**config.mk**
```make
export PLATFORM = sky130hd
export DESIGN_NAME = cj_unit
export DESIGN_NICKNAME = d
export VERILOG_FILES = /design/src/rtl/cj_pkg.sv /design/src/rtl/cj_decode.sv /design/src/rtl/cj_match.sv /design/src/rtl/cj_phase_track.sv /design/src/rtl/cj_unit.sv
export SDC_FILE = /design/constraint.sdc
export NUM_CORES = 1
export LEC_CHECK = 0
export ABC_AREA = 0
export BUFFER_PORTS_ARGS = -buffer_cell sky130_fd_sc_hd__buf_4
export CAP_MARGIN = 10
export CORE_UTILIZATION = 45
export CTS_BUF_LIST = sky130_fd_sc_hd__clkbuf_16
export DETAILED_ROUTE_END_ITERATION = 7
export GPL_TIMING_DRIVEN = 0
export PLACE_DENSITY_LB_ADDON = 0.2
export SLEW_MARGIN = 10
export SYNTH_ARGS = -nofsm -noshare
export SYNTH_HDL_FRONTEND = slang
export SYNTH_SLANG_ARGS = --single-unit
```
**constraint.sdc**
```tcl
create_clock -name clk -period 3 [get_ports clk]
set_input_delay 0.75 -clock clk [delete_from_list [all_inputs] [get_ports clk]]
set_output_delay 0.75 -clock clk [all_outputs]
set_load 0.03 [all_outputs]
```
**src/rtl/cj_pkg.sv**
```systemverilog
package cj_pkg;
    parameter int CJ_WORD_W  = 32;
    parameter int CJ_DATA_W  = 8;
    parameter int CJ_PHASE_W = 3;

    localparam int CJ_VAL_LSB   = 0;
    localparam int CJ_MASK_LSB  = CJ_VAL_LSB + CJ_DATA_W;
    localparam int CJ_WAIT_BIT  = 16;
    localparam int CJ_POL_BIT   = 19;
    localparam int CJ_PHASE_LSB = 24;

    typedef struct packed {
        logic [CJ_PHASE_W-1:0] want_phase;
        logic                  on_true;
        logic                  hold_phase;
        logic [CJ_DATA_W-1:0]  mask;
        logic [CJ_DATA_W-1:0]  value;
    } cj_ctrl_t;

    typedef enum logic {
        CJ_IDLE = 1'b0,
        CJ_EVAL = 1'b1
    } cj_state_e;
endpackage

```
**src/rtl/cj_decode.sv**
```systemverilog
module cj_decode
    import cj_pkg::*;
(
    input  logic [CJ_WORD_W-1:0] word0,
    output cj_ctrl_t             ctrl
);
    always_comb begin
        ctrl.value      = word0[CJ_VAL_LSB  +: CJ_DATA_W];
        ctrl.mask       = word0[CJ_MASK_LSB +: CJ_DATA_W];
        ctrl.hold_phase = word0[CJ_WAIT_BIT];
        ctrl.on_true    = word0[CJ_POL_BIT];
        ctrl.want_phase = word0[CJ_PHASE_LSB +: CJ_PHASE_W];
    end
endmodule

```
**src/rtl/cj_match.sv**
```systemverilog
module cj_match
    import cj_pkg::*;
(
    input  cj_ctrl_t              ctrl,
    input  logic [CJ_DATA_W-1:0]  byte_in,
    input  logic [CJ_PHASE_W-1:0] phase_in,
    output logic                  data_hit,
    output logic                  phase_hit,
    output logic                  cond
);
    logic [CJ_DATA_W-1:0] bit_ok;

    // one lane per data bit: a set mask bit forces that lane to agree
    for (genvar i = 0; i < CJ_DATA_W; i++) begin : g_lane
        assign bit_ok[i] = ctrl.mask[i] | ~(byte_in[i] ^ ctrl.value[i]);
    end

    assign data_hit  = &bit_ok;
    assign phase_hit = (phase_in == ctrl.want_phase);
    assign cond      = data_hit & phase_hit;
endmodule

```
**src/rtl/cj_phase_track.sv**
```systemverilog
module cj_phase_track (
    input  logic clk,
    input  logic rst_n,
    input  logic strobe,
    input  logic consume,
    output logic avail
);
    logic fresh_d, fresh_q;

    assign avail = fresh_q | strobe;

    always_comb begin
        fresh_d = avail & ~consume;
    end

    always_ff @(posedge clk) begin
        if (!rst_n) fresh_q <= 1'b0;
        else        fresh_q <= fresh_d;
    end
endmodule

```
**src/rtl/cj_unit.sv**
```systemverilog
module cj_unit
    import cj_pkg::*;
#(
    parameter int ADDR_W     = 32,
    parameter int WORD_BYTES = 4
) (
    input  logic                  clk,
    input  logic                  rst_n,
    input  logic                  start,
    input  logic [ADDR_W-1:0]     instr_addr,
    input  logic [CJ_WORD_W-1:0]  instr_w0,
    input  logic [ADDR_W-1:0]     instr_w1,
    input  logic                  phase_strobe,
    input  logic [CJ_PHASE_W-1:0] phase_cur,
    input  logic [CJ_DATA_W-1:0]  first_byte,
    output logic                  ready,
    output logic                  done,
    output logic                  jump_taken,
    output logic [ADDR_W-1:0]     next_ip,
    output logic                  fetch_req,
    output logic [ADDR_W-1:0]     fetch_addr
);
    localparam logic [ADDR_W-1:0] STEP_ONE = ADDR_W'(WORD_BYTES);
    localparam logic [ADDR_W-1:0] STEP_TWO = ADDR_W'(2 * WORD_BYTES);

    typedef struct packed {
        cj_state_e         state;
        cj_ctrl_t          ctrl;
        logic [ADDR_W-1:0] target;
        logic [ADDR_W-1:0] base;
        logic              done;
        logic              taken;
        logic [ADDR_W-1:0] next_ip;
        logic              fetch_req;
        logic [ADDR_W-1:0] fetch_addr;
    } regs_t;

    regs_t    r_d, r_q;
    cj_ctrl_t dec_ctrl;
    logic     data_hit, phase_hit, cond;
    logic     avail, consume, go, take;

    cj_decode u_dec (
        .word0 (instr_w0),
        .ctrl  (dec_ctrl)
    );

    cj_match u_match (
        .ctrl      (r_q.ctrl),
        .byte_in   (first_byte),
        .phase_in  (phase_cur),
        .data_hit  (data_hit),
        .phase_hit (phase_hit),
        .cond      (cond)
    );

    cj_phase_track u_trk (
        .clk     (clk),
        .rst_n   (rst_n),
        .strobe  (phase_strobe),
        .consume (consume),
        .avail   (avail)
    );

    always_comb begin
        r_d           = r_q;
        r_d.done      = 1'b0;
        r_d.fetch_req = 1'b0;
        go            = ~r_q.ctrl.hold_phase | avail;
        take          = (cond == r_q.ctrl.on_true);
        consume       = 1'b0;
        unique case (r_q.state)
            CJ_IDLE: begin
                if (start) begin
                    r_d.ctrl   = dec_ctrl;
                    r_d.target = instr_w1;
                    r_d.base   = instr_addr;
                    r_d.state  = CJ_EVAL;
                end
            end
            CJ_EVAL: begin
                if (go) begin
                    consume   = 1'b1;
                    r_d.done  = 1'b1;
                    r_d.taken = take;
                    r_d.state = CJ_IDLE;
                    if (take) begin
                        r_d.next_ip    = r_q.target + STEP_ONE;
                        r_d.fetch_req  = 1'b1;
                        r_d.fetch_addr = r_q.target;
                    end else begin
                        r_d.next_ip = r_q.base + STEP_TWO;
                    end
                end
            end
            default: r_d.state = CJ_IDLE;
        endcase
    end

    always_ff @(posedge clk) begin
        if (!rst_n) r_q <= '0;
        else        r_q <= r_d;
    end

    assign ready      = (r_q.state == CJ_IDLE);
    assign done       = r_q.done;
    assign jump_taken = r_q.taken;
    assign next_ip    = r_q.next_ip;
    assign fetch_req  = r_q.fetch_req;
    assign fetch_addr = r_q.fetch_addr;
endmodule

```
======== After elaboration in Yosys (flattened, before gate mapping) ========
Cells that the tools add are included.
word-level totals
  register bits after elaboration ......... 154
  input bits .............................. 111
operators by class
  add/subtract/negate cells ............... 2
  equality and inequality tests ........... 2
  mux-type cells .......................... 8
  bitwise logic cells ..................... 31
  reduce and logical (&&, ||, !) cells .... 6
operators with widths
  cell                                                              number
  86-bit 2-to-1 mux                                                 1
  67-bit 2-to-1 mux                                                 1
  33-bit 2-to-1 mux                                                 1
  32-bit by 3-bit adder with 32-bit output (second input constant)  1
  32-bit by 4-bit adder with 32-bit output (second input constant)  1
  32-bit 2-to-1 mux                                                 1
  1-bit inverter                                                    11
  1-bit OR                                                          10
  8-bit AND reduction                                               1
  1-bit XOR                                                         8
  2-bit AND reduction                                               3
  3-bit AND reduction                                               2
  3-bit equality test                                               1
  1-bit 2-to-1 mux                                                  3
  1-bit bitwise AND                                                 2
  1-bit one-hot mux with 2 select lines                             1
  1-bit equality test                                               1

======== Depth between registers and ports, before layout ========
Gate-level depths: netlist (run 1).
  word-level depth ........................ 8
  gate-level depth with buffers ........... 8
  mapped depth without buffers ............ 7

======== Modules after synthesis ========
A second synthesis (run 1) with hierarchy kept.
second synthesis, totals
  cell total of the unflattened synthesis .. 982
  area, all modules ....................... 7495.9 sq um
by module, submodules not included
  module          times used  cells an instance  area each (sq um)  sequential area each (sq um)
  cj_unit         1           940                7158.1             3062.9
  cj_decode       1           21                 157.7              0.0
  cj_match        1           18                 145.1              0.0
  cj_phase_track  1           3                  35.0               20.0

======== Worst setup path before layout (run 1) ========
OpenSTA, ideal clock, no wires.
  path kind ............................... input -> register
  start ................................... input port phase_cur[2]
  end ..................................... register r_q, in the netlist next_ip[29]
  setup time .............................. 0.117 ns
  arrival ................................. 2.272 ns
  data required time ...................... 2.883 ns
  path slack .............................. 0.611 ns
  cell stages on the path ................. 7
  path buffers ............................ 1
  cell sequence ........................... xnor2_1 > nand3_1 > or4_4 > o21ai_4 > buf_2 > nand3_1 > a32o_1
on the way
  word-level cells in the longest chain between the ends .. 4
RTL lines
  element               line            source
  from (decl)           cj_unit.sv:14   input logic [CJ_PHASE_W-1:0] phase_cur,
  3-bit equality test   cj_match.sv:19  assign phase_hit = (phase_in == ctrl.want_phase);
  1-bit bitwise AND     cj_match.sv:20  assign cond = data_hit & phase_hit;
  1-bit equality test   cj_unit.sv:70   take = (cond == r_q.ctrl.on_true);
  32-bit 2-to-1 mux     cj_unit.sv:87   if (take) begin
  to (signal assigned)  cj_unit.sv:102  else r_q <= r_d;
  to (decl)             cj_unit.sv:38   regs_t r_d, r_q;
No other way between the ends.
A chain may end at the register's enable or synchronous reset.

======== Worst setup path after layout (run 1) ========
  start ................................... input port first_byte[4]
  end ..................................... register r_q, in the netlist next_ip[2]
on the way
  word-level cells in the longest chain between the ends .. 7
RTL lines
  element              line            source
  from (decl)          cj_unit.sv:15   input logic [CJ_DATA_W-1:0] first_byte,
  1-bit XOR            cj_match.sv:15  assign bit_ok[i] = ctrl.mask[i] | ~(byte_in[i] ^ ctrl.value[i]);
  1-bit inverter       cj_match.sv:15
  1-bit OR             cj_match.sv:15
  8-bit AND reduction  cj_match.sv:18  assign data_hit = &bit_ok;
  1-bit bitwise AND    cj_match.sv:20
  1-bit equality test  cj_unit.sv:70
  32-bit 2-to-1 mux    cj_unit.sv:87
No other way between the ends.

==> impl_results.md, run 1 <==
- Clock tree sinks: 154
- Clock tree buffer depth: 2
- Gate Count Post-Synth: 960
- Die Span Y: 134 um
- Setup TNS: 0 ns
- Top FF cell, synth: dfxtp_1
- Worst-path cell chain: buf_4, xnor2_1, o22ai_1, nor4_1, nand3_1, clkbuf_1, a211oi_1, a211oi_1
- Combinational Power Share: 14.4%
- Synth unique cells: 51
- First-pass iteration count of the detailed router: 5
- Clock transition at path regs: 0.06 ns
- P_sw: 1370 uW
- Via count: 7,101
- WL/cell: 15.5 um
- Util after Layout: 59.4%
- Final setup viols: 0
- Setup bufs post-CTS: 0
- Hpwl dp: 16,500 um
- Pin count of the biggest net entering global routing: 17
- CTS tree: built
- Post-Place Cell Area: 9340 um2
- Critical Path End Type: flop
- Grt total ovfl: 0
- H-tree depth: 4
- Final Hold Vio Count: 0
- # rows: 47
- Worst endpoint required time: 3.30 ns
- Cell Int Power: 3870 uW
- Max-cap viol count: 0
- Post-synth top area cell: dfxtp_1
- Final Cycle Share: 81.8%
- I/O pin total: 179
- Finished Layout Cells: 1,379
- YS warnings: 0
- Vias/cell: 5.15
- CP arrival: 2.76 ns
- Placed Cells incl. Taps: 1,347
- Post-cts resize count: 0
- Number of synthesized register bits: 154
- Net Sw Frac: 26.2%
- Hold path depth: 2
- RSZ-0062 raised after global routing: false
- Syn_area_per_cell: 8.14 um2
- R2R depth: 7
- CP peak stage delay: 0.50 ns
- Min Tclk post-route: 2.45 ns
- First-pass GRT wire length: 34,100 um
- Power Density: 527 nW/um2
- CP Max Fanout: 10
- Residual DRC: 0
- Initial DRC Count: 473
- Clk_lat worst skew: 0.42 ns
- CTS Buf Count: 17
- Final GP Congestion: 0.901
- Layout area overhead: 27.3%
- GRT Util Overall: 24.4%
- Post-Syn Nets: 1,073
- Layout cells sized above 1: 23.8%
- Slew @ Worst Pin: 0.729 ns
- Number of diodes: 0
- Nets: 1,259
- Synth async-reset ratio: 0%
- Reg power frac: 43.0%
- Count leader, synth: nand2_1
- Slowest CP cell: nor4_1
- Die area: 17,900 um2
- Crit path depth: 8
- Setup Skew: 0.00864 ns
- Share of Yosys cell area claimed by the top area cell type: 39.5%
- Hold/Removal Path Class: flop to flop
- Clock root cell: clkbuf_16
- Crit start category: primary input
- Initial Util: 46.6%
- Port Buffers: 167
- Initial antenna violation count: 0
- Top post-synthesis cells by count: nand2_1, dfxtp_1, a21boi_0
- Crit path top cell by count: a211oi_1
- Main area contributors after synthesis: dfxtp_1, nand2_1, a21boi_0, buf_4, xnor2_1
- Number of hold buffers added after cts: 0
- Peak supply drop: 0.410 mV
- F_max: 407 MHz
- Post-DRT Antenna Nets: 0
- Number of global-route vias before repair: 6,781
- Clk pwr share: 42.6%
- Max-slew violation count: 0
- Core Footprint: 16,800 um2
- Sequential share of the synthesized area: 39.5%
- Status: completed
- CP Class: primary input to flop
- Lkg Pwr: 0.00403 uW
- Cell Area, Synth: 7810 um2
- Number of synthesized flops with an enable pin: 0
- Post-route cell area: 9950 um2
- Worst path bufs/invs: 2
- DIE WIDTH: 134 um
- Slew HR: 51.0%
- Family with the most delay on the worst path: simple AND/OR/NAND/NOR gates
- Final wirelength: 21,400 um
worst register-to-register path, stage by stage, from the launching register on:
cell and delay, ns:
dfxtp_1 0.42, ha_1 0.22, nand3_1 0.28, nor3_1 0.66, nand3_1 0.18, xor2_1 0.27
a21oi_1 0.11, o211a_1 0.22
sequential cells by signal, indices dropped and copies added, names as in the netlist:
register	count
r_q	86
fetch_addr	32
next_ip	32
done	1
fetch_req	1
jump_taken	1
u_trk.fresh_q	1
layout by cell type, fill, tap and decap left out, types with 5 or more instances in the layout:
| cell type | n |
|---|---|
| nand2_1 | 271 |
| buf_4 | 231 |
| dfxtp_1 | 154 |
| a21boi_0 | 85 |
| clkbuf_1 | 51 |
| xnor2_1 | 43 |
| nand3_1 | 36 |
| mux2i_1 | 34 |
| nand4_1 | 32 |
| nor2_1 | 21 |
| xor2_1 | 19 |
| clkbuf_16 | 17 |
| nor3_1 | 16 |
| a21oi_1 | 12 |
| inv_1 | 11 |
| o21ai_0 | 11 |
| and3_1 | 9 |
| o31ai_1 | 7 |
| and4_1 | 6 |
| o211ai_1 | 6 |
| o311ai_1 | 6 |
| buf_2 | 5 |
| nor4_1 | 5 |
| a32o_1 | 5 |
| and2_1 | 5 |
routing by layer:
layer	track usage (%)	vias to the layer above	wire [um]
met5	0	-	0
met4	8.59	0	481
met3	5.86	33	1580
met2	39.6	235	9740
met1	31.5	3256	9560
li1	-	3577	-
metrics by stage:
| step | power [uW] | hold slack (ns) | setup WS (ns) |
|---|---|---|---|
| global route | 5440 | 0.479 | 0.369 |
| finish | 5240 | 0.456 | 0.546 |
| detailed placement | 3050 | 0.446 | 0.0926 |
| floorplan | 2750 | 0.421 | 0.611 |
| CTS | 5260 | 0.458 | 0.533 |
| global placement | 3050 | 0.445 | 0.0939 |
kinds of logic after synthesis:
family	count (synthesis)	share of synthesized area [%]
flops	154	39.5
xor+xnor	62	6.95
compound gates	160	15.2
mux	34	4.36
fa+ha+maj	2	0.320
simple gates	413	23.7
buf+inv	135	10.0
power by group through the flow:
stage                     logic, uW  registers, uW  clock network (uW)
after floorplan                 476           2270                   0
after global placement          748           2300                   0
after detailed placement        754           2300                   0
after CTS                       758           2260                2250
after global routing            823           2270                2340
final                           755           2260                2230
path summary, 6_finish.rpt:
path                  startpoint  slack (ns)        endpoint
hold / removal    fetch_addr[26]        0.46  fetch_addr[26]
hold reg to reg   fetch_addr[26]        0.46  fetch_addr[26]
setup reg to reg         r_q[70]        0.55     next_ip[23]
setup / recovery   first_byte[4]        0.55      next_ip[2]
layout make-up:
cell class	instances	area, um2
fillers	1575	6810
multi-input cells	671	3950
flip-flops and latches	154	3080
repair buffers	167	1250
plain buffers	126	749
clock buffers	17	425
well taps	220	275
clock inverters	15	183
inverters	9	33.8
Note: power is estimated with default switching activity, not from simulation.
==> inputs of run 2 (changes only) <==
==> constraint.sdc (replaced) <==
create_clock -name clk -period 2.3 [get_ports clk]
set_input_delay 0.575 -clock clk [delete_from_list [all_inputs] [get_ports clk]]
set_output_delay 0.575 -clock clk [all_outputs]
set_load 0.03 [all_outputs]
==> impl_results.md, run 2 (same netlist as run 1, synthesis figures left out) <==
- Status: completed
- FILL cells: 1,551
- Initial DRC Count: 398
- Vias/cell: 5.17
- Max-slew violation count: 0
- Hold path depth: 2
- CTS tree: built
- Setup Skew: 0.0113 ns
- Clock root cell: clkbuf_16
- Min Tclk post-route: 2.23 ns
- Final GP Congestion: 0.901
- R2R depth: 7
- Pin count of the biggest net entering global routing: 17
- Residual DRC: 0
- Clock tree buffer depth: 2
- Most frequent cells in the layout: nand2_1, buf_4, dfxtp_1
- I/O pin total: 179
- Grt total ovfl: 0
- RSZ-0062 raised after global routing: true
- R2R Setup Slk: 0.07 ns
- Commonest non-fill, non-tap cell in the layout: nand2_1
- Power Density: 678 nW/um2
- Max reg flops: 86
- DIE WIDTH: 134 um
- Die Span Y: 134 um
- F_max: 449 MHz
- Fin Hold WS: 0.366 ns
- Layout area overhead: 29.4%
- Lkg Pwr: 0.00414 uW
- Final Hold Vio Count: 0
- Die area: 17,900 um2
- WL/cell: 15.5 um
- Initial Util: 46.6%
- CP arrival: 2.55 ns
- Initial antenna violation count: 0
- First-pass iteration count of the detailed router: 5
- GRT Util Overall: 24.4%
- Critical Path End Type: flop
- H-tree depth: 4
- Min-delay src: start
- Crit start category: flop
- Hold/Removal Path Class: primary input to flop
- Final setup viols: 0
- Clock transition at path regs: 0.06 ns
- CP Max Fanout: 10
- Clk_lat worst skew: 0.42 ns
- Met2 wire len: 9950 um
- Nets: 1,265
- Final Cycle Share: 96.9%
- CP Class: flop to flop
- Met3 Wirelength: 1520 um
- Port Buffers: 167
- # rows: 47
- RR Endpoint: next_ip[12]
- Largest Register: r_q
- M1 WL: 9590 um
- Worst R2R Start: r_q[136]
- First-pass GRT wire length: 34,100 um
- Core Footprint: 16,800 um2
- Slew HR: 55.0%
- Number of global-route vias before repair: 6,780
- Number of diodes: 0
- Via count: 7,164
- CTS Buf Count: 17
- Hpwl dp: 16,500 um
- DR top layer: met4
- Max-cap viol count: 0
- Worst endpoint required time: 2.62 ns
- Util after Layout: 60.3%
- Peak supply drop: 0.526 mV
- Post-DRT Antenna Nets: 0
- Clock tree sinks: 154
- Number of hold buffers added after cts: 0
- Layout cells sized above 1: 25.7%
- Slew @ Worst Pin: 0.675 ns
- Final wirelength: 21,500 um
- Hold Path End: r_q[152]
## run 2: cell types whose count changed in the layout (fill, tap and decap cells not counted), moves of 2 or more
cell,delta
buf_4,+9
clkbuf_4,+2
xnor2_1,-4
a21oi_1,-2
o22ai_2,+2
xnor2_2,+4
nor4_4,+2
nor3_1,-2
o22ai_1,-2
buf_2,-4
clkbuf_1,-2
a21oi_2,+2
## run 2: how the worst max path moves through the flow
stage	start	endpoint	slack, ns	cells past startpoint
finish	r_q[136]	next_ip[12]	0.07	7
global route	r_q[136]	next_ip[12]	-0.06	7
floorplan	phase_cur[2]	next_ip[29]	0.09	7
CTS	r_q[101]	next_ip[14]	0.04	7
global placement	first_byte[4]	next_ip[2]	-0.43	8
detailed placement	first_byte[4]	next_ip[2]	-0.43	8
## run 2: repair_timing
item	CTS	global route
gates cloned	0	0
resized for setup	2	25
pin swaps	0	9
endpoints found under the setup margin	28	76
setup buffers	0	7
## run 2: stage by stage
| step | power [uW] | TNS, ns | area, um2 | setup slack (ns) | instances |
|---|---|---|---|---|---|
| 3_3_place_gp | 3970 | -28.70 | 9340 | -0.431 | 1347 |
| 5_1_grt | 7120 | -0.162 | 10100 | -0.0601 | 1385 |
| 4_1_cts | 6860 | 0 | 9960 | 0.0446 | 1379 |
| 3_5_place_dp | 3980 | -24.92 | 9340 | -0.432 | 1347 |
| 2_1_floorplan | 3580 | 0 | 7810 | 0.0855 | 960 |
| 6_report | 6860 | 0 | 10100 | 0.0709 | 1385 |
## run 2: critical path: stages (launching register included)
cell and delay [ns]:
dfxtp_1 0.33, xnor2_2 0.18, o22ai_2 0.12, or4_4 0.61, o21ai_4 0.26, buf_2 0.29
a21oi_1 0.12, o31ai_1 0.22
## run 2: where the power goes
part	switching [uW]	leakage (uW)	internal [uW]
Combinational	552	0.00258	458
Clock	1100	0.000300	1800
Sequential	140	0.00126	2810
Total	1790	0.00414	5070
## run 2: cell type report
class,count,area [um2],share of cell area (%)
clock buffer,17,425,4.21
multi-input combinational,671,4050,40.0
sequential,154,3080,30.5
timing repair buffer,174,1310,12.9
tap,220,275,2.72
clock inverter,15,183,1.81
buffer,125,757,7.49
inverter,9,33.8,0.334
## run 2: routing by layer
metal	up-vias	GRT usage, %
met4	0	8.59
li1	3588	-
met3	36	5.86
met2	255	39.6
met5	-	0
met1	3285	31.5
